$ cat config.mk
export PLATFORM = sky130hd
export DESIGN_NAME = fft_in_prescale
export DESIGN_NICKNAME = d
export VERILOG_FILES = /design/src/rtl/fftpre_pkg.sv /design/src/rtl/fftpre_exp_scale.sv /design/src/rtl/fftpre_to_fixed.sv /design/src/rtl/fft_in_prescale.sv
export SDC_FILE = /design/constraint.sdc
export NUM_CORES = 1
export LEC_CHECK = 0
export ABC_AREA = 1
export BUFFER_PORTS_ARGS = -buffer_cell sky130_fd_sc_hd__buf_2
export CAP_MARGIN = 20
export CORE_MARGIN = 2
export CORE_UTILIZATION = 23
export CTS_BUF_LIST = sky130_fd_sc_hd__clkbuf_4 sky130_fd_sc_hd__clkbuf_8
export CTS_CLUSTER_SIZE = 20
export DETAILED_ROUTE_END_ITERATION = 16
export SLEW_MARGIN = 5
export SYNTH_ARGS = -nofsm -noshare
export SYNTH_HDL_FRONTEND = slang
export SYNTH_HIERARCHICAL = 1
export SYNTH_SLANG_ARGS = --single-unit
$ cat constraint.sdc
create_clock -name clk -period 0.8 [get_ports clk]
set_input_delay 0.08 -clock clk [delete_from_list [all_inputs] [get_ports clk]]
set_output_delay 0.08 -clock clk [all_outputs]
set_load 0.005 [all_outputs]
$ cat src/rtl/fftpre_pkg.sv
`timescale 1ns/1ps
package fftpre_pkg;
   localparam int FP_W      = 32;
   localparam int FP_EXP_W  = 8;
   localparam int FP_MANT_W = 23;
   localparam int FP_BIAS   = 127;

   typedef struct packed {
      logic                 sign;
      logic [FP_EXP_W-1:0]  expo;
      logic [FP_MANT_W-1:0] frac;
   } sp_float_t;
endpackage

$ cat src/rtl/fftpre_exp_scale.sv
`timescale 1ns/1ps
module fftpre_exp_scale
   import fftpre_pkg::*;
#(
   parameter int SHIFT = 4
) (
   input  sp_float_t din,
   output sp_float_t dout
);
   localparam logic [FP_EXP_W-1:0] SH = FP_EXP_W'(SHIFT);

   generate
      if (SHIFT == 0) begin : g_pass
         assign dout = din;
      end else begin : g_sub
         always_comb begin
            dout = din;
            if (din.expo > SH)
               dout.expo = din.expo - SH;
            else if (din.expo != '0)
               dout.expo = '0;   // underflow: becomes subnormal, sign/frac kept
         end
      end
   endgenerate
endmodule

$ cat src/rtl/fftpre_to_fixed.sv
`timescale 1ns/1ps
module fftpre_to_fixed
   import fftpre_pkg::*;
#(
   parameter int W = 32
) (
   input  sp_float_t      din,
   output logic [W-1:0]   code
);
   localparam int SIG_W = FP_MANT_W + 1;
   localparam int PW    = SIG_W + W - 1;
   localparam logic [W-1:0] POS_MAX = {1'b0, {(W-1){1'b1}}};
   localparam logic [W-1:0] NEG_MIN = {1'b1, {(W-1){1'b0}}};
   localparam logic [FP_EXP_W-1:0] ONE_EXP = FP_EXP_W'(FP_BIAS);
   localparam logic [FP_EXP_W-1:0] RSH_BASE = FP_EXP_W'(FP_BIAS + FP_MANT_W);

   logic [PW-1:0]       sig_ext;
   logic [PW-1:0]       shifted;
   logic [FP_EXP_W-1:0] rsh;
   logic [W-1:0]        mag;

   always_comb begin
      sig_ext = PW'({1'b1, din.frac}) << (W - 1);
      rsh     = RSH_BASE - din.expo;
      shifted = sig_ext >> rsh;
      mag     = shifted[W-1:0];
      if (din.expo == '0)
         code = '0;
      else if (din.expo >= ONE_EXP)
         code = din.sign ? NEG_MIN : POS_MAX;
      else
         code = din.sign ? (~mag + W'(1)) : mag;
   end
endmodule

$ cat src/rtl/fft_in_prescale.sv
`timescale 1ns/1ps
module fft_in_prescale
   import fftpre_pkg::*;
#(
   parameter int DATA_W      = 32,
   parameter int SCALE_SHIFT = 4
) (
   input  logic              clk,
   input  logic              rst,
   input  logic              in_valid,
   input  logic [31:0]       in_sample,
   output logic              out_en,
   output logic [DATA_W-1:0] out_re,
   output logic [DATA_W-1:0] out_im
);
   localparam logic [DATA_W-1:0] POS_MAX = {1'b0, {(DATA_W-1){1'b1}}};
   localparam logic [FP_EXP_W-1:0] SAT_EXP = FP_EXP_W'(FP_BIAS + SCALE_SHIFT);

   generate
      if (DATA_W < 2 || DATA_W > 64) begin : g_bad_width
         $error("fft_in_prescale: DATA_W must be 2..64");
      end
      if (SCALE_SHIFT < 0 || SCALE_SHIFT > 8) begin : g_bad_shift
         $error("fft_in_prescale: SCALE_SHIFT must be 0..8");
      end
   endgenerate

   sp_float_t            raw_f;
   sp_float_t            scaled_f;
   logic [DATA_W-1:0]    code;

   assign raw_f = sp_float_t'(in_sample);

   fftpre_exp_scale #(.SHIFT(SCALE_SHIFT)) u_scale (
      .din  (raw_f),
      .dout (scaled_f)
   );

   fftpre_to_fixed #(.W(DATA_W)) u_conv (
      .din  (scaled_f),
      .code (code)
   );

   always_ff @(posedge clk or posedge rst) begin
      if (rst) begin
         out_en <= 1'b0;
         out_re <= '0;
      end else begin
         out_en <= in_valid;
         if (in_valid)
            out_re <= code;
      end
   end

   assign out_im = '0;

   a_r9_en_follows: assert property (@(posedge clk) disable iff (rst)
      in_valid |=> out_en);
   a_r9_en_idle: assert property (@(posedge clk) disable iff (rst)
      !in_valid |=> !out_en);
   a_r10_hold: assert property (@(posedge clk) disable iff (rst)
      !in_valid |=> $stable(out_re));
   a_r2_zero_exp: assert property (@(posedge clk) disable iff (rst)
      (in_valid && in_sample[30:23] == 8'd0) |=> (out_re == '0));
   a_r6_pos_sat: assert property (@(posedge clk) disable iff (rst)
      (in_valid && !in_sample[31] && in_sample[30:23] >= SAT_EXP) |=> (out_re == POS_MAX));
   a_r5_neg_sign: assert property (@(posedge clk) disable iff (rst)
      (in_valid && in_sample[31]) |=> (out_re[DATA_W-1] || out_re == '0));
endmodule

=== Word-level counts from Yosys, hierarchy flattened ===
Index checks and enable logic that the tools add are counted.

* Bits in registers: 33
* Bits in latches: 0
* Memory bits (writable): 0
* Bits in read-only memories: 0
* Input port bits: 35
* Output and inout bits: 65
* Logic and storage cells: 17
* Memories: 0

* $add $sub $neg: 3
* $mul: 0
* Div/mod/pow operators: 0
* Order comparisons: 2
* Equal/unequal tests: 0
* Shift-type cells: 1
* Muxes and demuxes: 6
* Bitwise operators: 1
* Reductions and logical operators: 2

{| class="wikitable"
|+ Operators with widths
! operator !! count
|-
| 32-bit 2-to-1 mux || 4
|-
| 55-bit by 8-bit >> shifter with 32-bit output || 1
|-
| 32-bit by 1-bit adder with 32-bit output (second input constant) || 1
|-
| 32-bit NOT || 1
|-
| 8-bit 2-to-1 mux || 2
|-
| 8-bit by 7-bit greater-or-equal comparator with 1-bit output (second input constant) || 1
|-
| 8-bit by 3-bit > comparator with 1-bit output (second input constant) || 1
|-
| 8-bit logical NOT || 1
|-
| 8-bit nonzero test || 1
|-
| 8-bit by 3-bit subtractor with 8-bit output (second input constant) || 1
|-
| 8-bit subtractor (first input constant) || 1
|}

=== Depth between registers and ports, before layout ===
* Depth in word-level cells: 10
* Mapped depth: 35
* Mapped depth without buffers: 34

=== Hierarchy ===
The synthesis kept the hierarchy.

{| class="wikitable"
|+ By module, submodules not included
! module !! times used !! cells an instance !! area an instance (um^2)
|-
| fftpre_to_fixed || 1 || 785 || 3,880.0
|-
| fft_in_prescale || 1 || 171 || 1,565.3
|-
| fftpre_exp_scale || 1 || 71 || 450.4
|}

=== Worst setup path after synthesis ===
No wires, ideal clock.

* Kind: in2reg
* Start: input in_sample[25]
* End: register out_re[16]
* Library setup time: 0.116 ns
* Arrival: 3.750 ns
* Slack: -3.067 ns
* Cell stages on the path: 30
* Cell sequence: inv_1 -> ha_1 -> inv_2 -> nand2_1 -> nand2_4 -> inv_6 -> nor2_2 -> clkinv_1 -> buf_1 -> ha_1 -> buf_2 -> clkbuf_1 -> nand3_1 -> nand3_1 -> nand3_1 -> nand3_1 -> nand2_1 -> nand2_2 -> ha_1 -> nand3_1 -> nand2_1 -> nand2_4 -> nor2_8 -> nand2_1 -> nand2_1 -> nand2_1 -> o21ai_1 -> inv_1 -> nand2_1 -> nand2_1

{| class="wikitable"
|+ RTL lines
! element !! RTL line !! text
|-
| start: declaration || fft_in_prescale.sv:11 || <nowiki>input logic [31:0] in_sample,</nowiki>
|-
| end signal: assignment || fft_in_prescale.sv:51 || <nowiki>out_re <= code;</nowiki>
|-
| end: declaration || fft_in_prescale.sv:13 || <nowiki>output logic [DATA_W-1:0] out_re,</nowiki>
|}

==> results.py <==
metrics = {
    "detailed_routing": {
        "wl_per_cell_microns": 13.95,
        "drt_iter0_markers": 471,
        "viasPerCell": 4.685,
        "route.vias.total": 7383,
        "ant_nets": 0,
        "drt_first_pass_iters": 5,
        "routed_wl_mm": 21.98,
        "drc": 0,
    },
    "global_route": {
        "grt_overflow": 0,
        "grt_pass1_wl_mm": 34.87,
        "grt_util_all_layers_pct": 15.91,
        "grt_pass1_vias": 7157,
        "antenna_found_initial": 1,
        "grt_max_degree": 35,
    },
    "floorplan": {
        "die_y_microns": 164.1,
        "ios": 100,
        "core_sq_um": 25180,
        "start_util_pct": 23.41,
        "die_area_sq_um": 26930,
        "die_x_microns": 164.1,
        "fp-row-count": 58,
    },
    "worst_setup_path": {
        "rr_startpoint": "out_re[1]",
        "crit_top_cell": "nand2_1",
        "critPathLaunch": "in_sample[25]",
        "crit_type": "input pin to flop",
        "worstReg2RegEnd": "out_re[1]",
        "arrival_ns": 3.29,
        "worst_setup_path_start_kind": "input pin",
        "cp_max_fo": 8,
        "critPathMaxStageDelay_ns": 0.41,
        "rr_worst_depth": 4,
        "cp_slowest_cell": "ha_4",
        "cp-end-kind": "flop",
        "ff2ff_setup_slack_ns": -0.03,
        "cp.required_ns": 0.97,
        "worstSetupEndpoint": "out_re[18]",
    },
    "yosys": {
        "synth_seq_cells": 33,
        "yosys.cell_count.top_type": "nand2_1",
        "netlist_instances": 1027,
        "ys_seq_area_share_pct": 14.01,
        "synth_cell_types": 44,
        "yosysTopAreaCell": "nand2_1",
        "avgSynthCellArea_sq_um": 5.741,
        "synth_area_leaders": "nand2_1 (22%), nand3_1 (17%), dfrtp_1 (14%)",
        "synth_edf_count": 0,
        "synthTopCellsByCount": "nand2_1 (343), nand3_1 (205), inv_1 (62), nor2_1 (62), buf_4 (57)",
        "syn_area_sq_um": 5896,
        "yosys.area.top_type_share_pct": 21.84,
        "synthArstFlopShare_pct": 100.0,
        "synth_ff_type": "dfrtp_1",
        "yosysWarnings": 6,
    },
    "power_and_ir_drop": {
        "ir_drop_mv": 0.7550,
        "p_leak_nw": 4.653,
        "power.density_nw_per_um2": 1802,
        "p_total_w": 0.01618,
    },
    "clock_network": {
        "cts_buffers": 5,
        "clockBufferDepth": 2,
        "clkLatencyLatePin_ns": 0.28,
        "clock-root-buffer": "clkbuf_8",
        "cts_max_level": 2,
        "cts_tree": "yes",
        "clkTransAtPathRegs_ns": 0.07,
        "clock-sinks": 33,
    },
    "sta": {
        "hold_ws_ns": 0.2343,
        "hold_viol": 0,
        "maxSlewViolCount": 0,
        "layout_setup_ws_ns": -2.324,
        "min_period_ns": 3.124,
        "rsz0062_at_grt": "yes",
        "report.final.setup_viol": 65,
        "fin_skew_ns": 0,
        "max_freq_ghz": 0.3201,
        "period_share_pct": 390.5,
    },
    "outcome": {
        "status": "complete, but fails checks",
        "violations": "negative setup slack",
    },
    "final_layout": {
        "nNetsFinal": 1286,
        "layout-drive-gt1-share_pct": 48.23,
        "n_fill_cell": 2702,
        "diodes": 0,
        "syn_to_final_growth_pct": 52.33,
    },
    "placed_design": {
        "place_hpwl_mm": 16.98,
        "place_ws_ns": -2.817,
        "io_buffers": 67,
        "globalplace.congestion": 0.9343,
    },
    "worst_hold_path": {
        "hp-class": "input pin to flop",
    },
    "job": {
        "maxCapViolCount": 0,
    },
}
==> repair_timing <==
item,in CTS,in global routing
pin swaps,50,26
cloned,5,1
endpoints found under the setup margin,65,65
gates resized for setup,146,81
buffers inserted,33,16
hold endpoints to repair,33,1
hold buffers,1,1
==> kinds of logic (layout without fill, tap and decap cells) <==
kind of cell | after synthesis | in the layout | share of synthesized area (%)
adder cells (fa/ha/maj) | 6 | 6 | 1.273
AO/OA/AOI/OAI | 75 | 75 | 7.279
buffers and inverters | 184 | 371 | 17.66
AND/OR/NAND/NOR | 724 | 725 | 58.87
XOR/XNOR | 4 | 4 | 0.8489
other | 1 | 32 | 0.06361
flip-flops | 33 | 33 | 14.01
==> worst min-delay path by stage <==
stage,endpoint,startpoint,depth (start not counted)
final,out_re[5],in_valid,4
after global routing,out_re[5],in_valid,4
after global placement,out_re[28],rst,3
after floorplan,out_en,in_valid,0
after detailed placement,out_re[15],rst,3
after CTS,out_en,in_valid,1
==> final cells by class <==
class / count / area, sq um / area share (%)
multi-input cells: 842 / 5109 / 56.88
repair buffers: 282 / 2197 / 24.46
flip-flops and latches: 33 / 825.8 / 9.195
well taps: 330 / 412.9 / 4.597
inverters: 80 / 329.1 / 3.664
clock buffers: 7 / 96.34 / 1.073
repair inverters: 1 / 6.256 / 0.06966
clock inverters: 1 / 5.005 / 0.05573
==> state kept, by name, indices dropped and copies added, names as in the netlist <==
name / cells
out_re: 32
out_en: 1
==> metal layers <==
metal  track usage (%)  vias up  wire, microns
met1             19.36     3447           9025
met5                 0        -             13
met4             4.187        2            603
li1                  -     3683              -
met2             29.55      197          11420
met3             1.667       54            922
==> through the flow <==
stage | utilization [%] | TNS [ns] | cell area (sq um) | instances
after floorplan | - | -70.34 | 6221 | 1058
after global placement | 29.84 | -82.90 | 7513 | 1512
after detailed placement | 29.84 | -84.09 | 7513 | 1512
after CTS | 33.98 | -72.03 | 8556 | 1559
after global routing | 35.67 | -80.57 | 8981 | 1576
final | 35.67 | -72.19 | 8981 | 1576
==> power breakdown <==
| part | switching (W) | internal, W | total, W |
|---|---|---|---|
| Combinational | 0.00730 | 0.00532 | 0.0126 |
| Clock | 0.000619 | 0.000778 | 0.00140 |
| Sequential | 0.000165 | 0.00200 | 0.00216 |
| Total | 0.00809 | 0.00810 | 0.0162 |
==> placed cells by master (no fill, tap or decap), drive strengths merged, types with 2 or more instances in the layout <==
cell type and n:
a21oi 21, a31oi 4, buf 279, clkbuf 8, clkinv 4, conb 32
dfrtp 33, dlygate4sd3 2, ha 6, inv 77, nand2 385, nand3 235
nand4 18, nor2 82, nor3 2, o211ai 2, o21ai 46, or2 2
xor2 3
==> critical path: cells and delay by family <==
kind	cells	cell delay [ns]
AOI/OAI and AO/OA	2	0.31
adders and majority gates	2	0.58
buffers and inverters	8	0.68
and+or+nand+nor	17	1.64
Note: power is estimated with default switching activity, not from simulation.
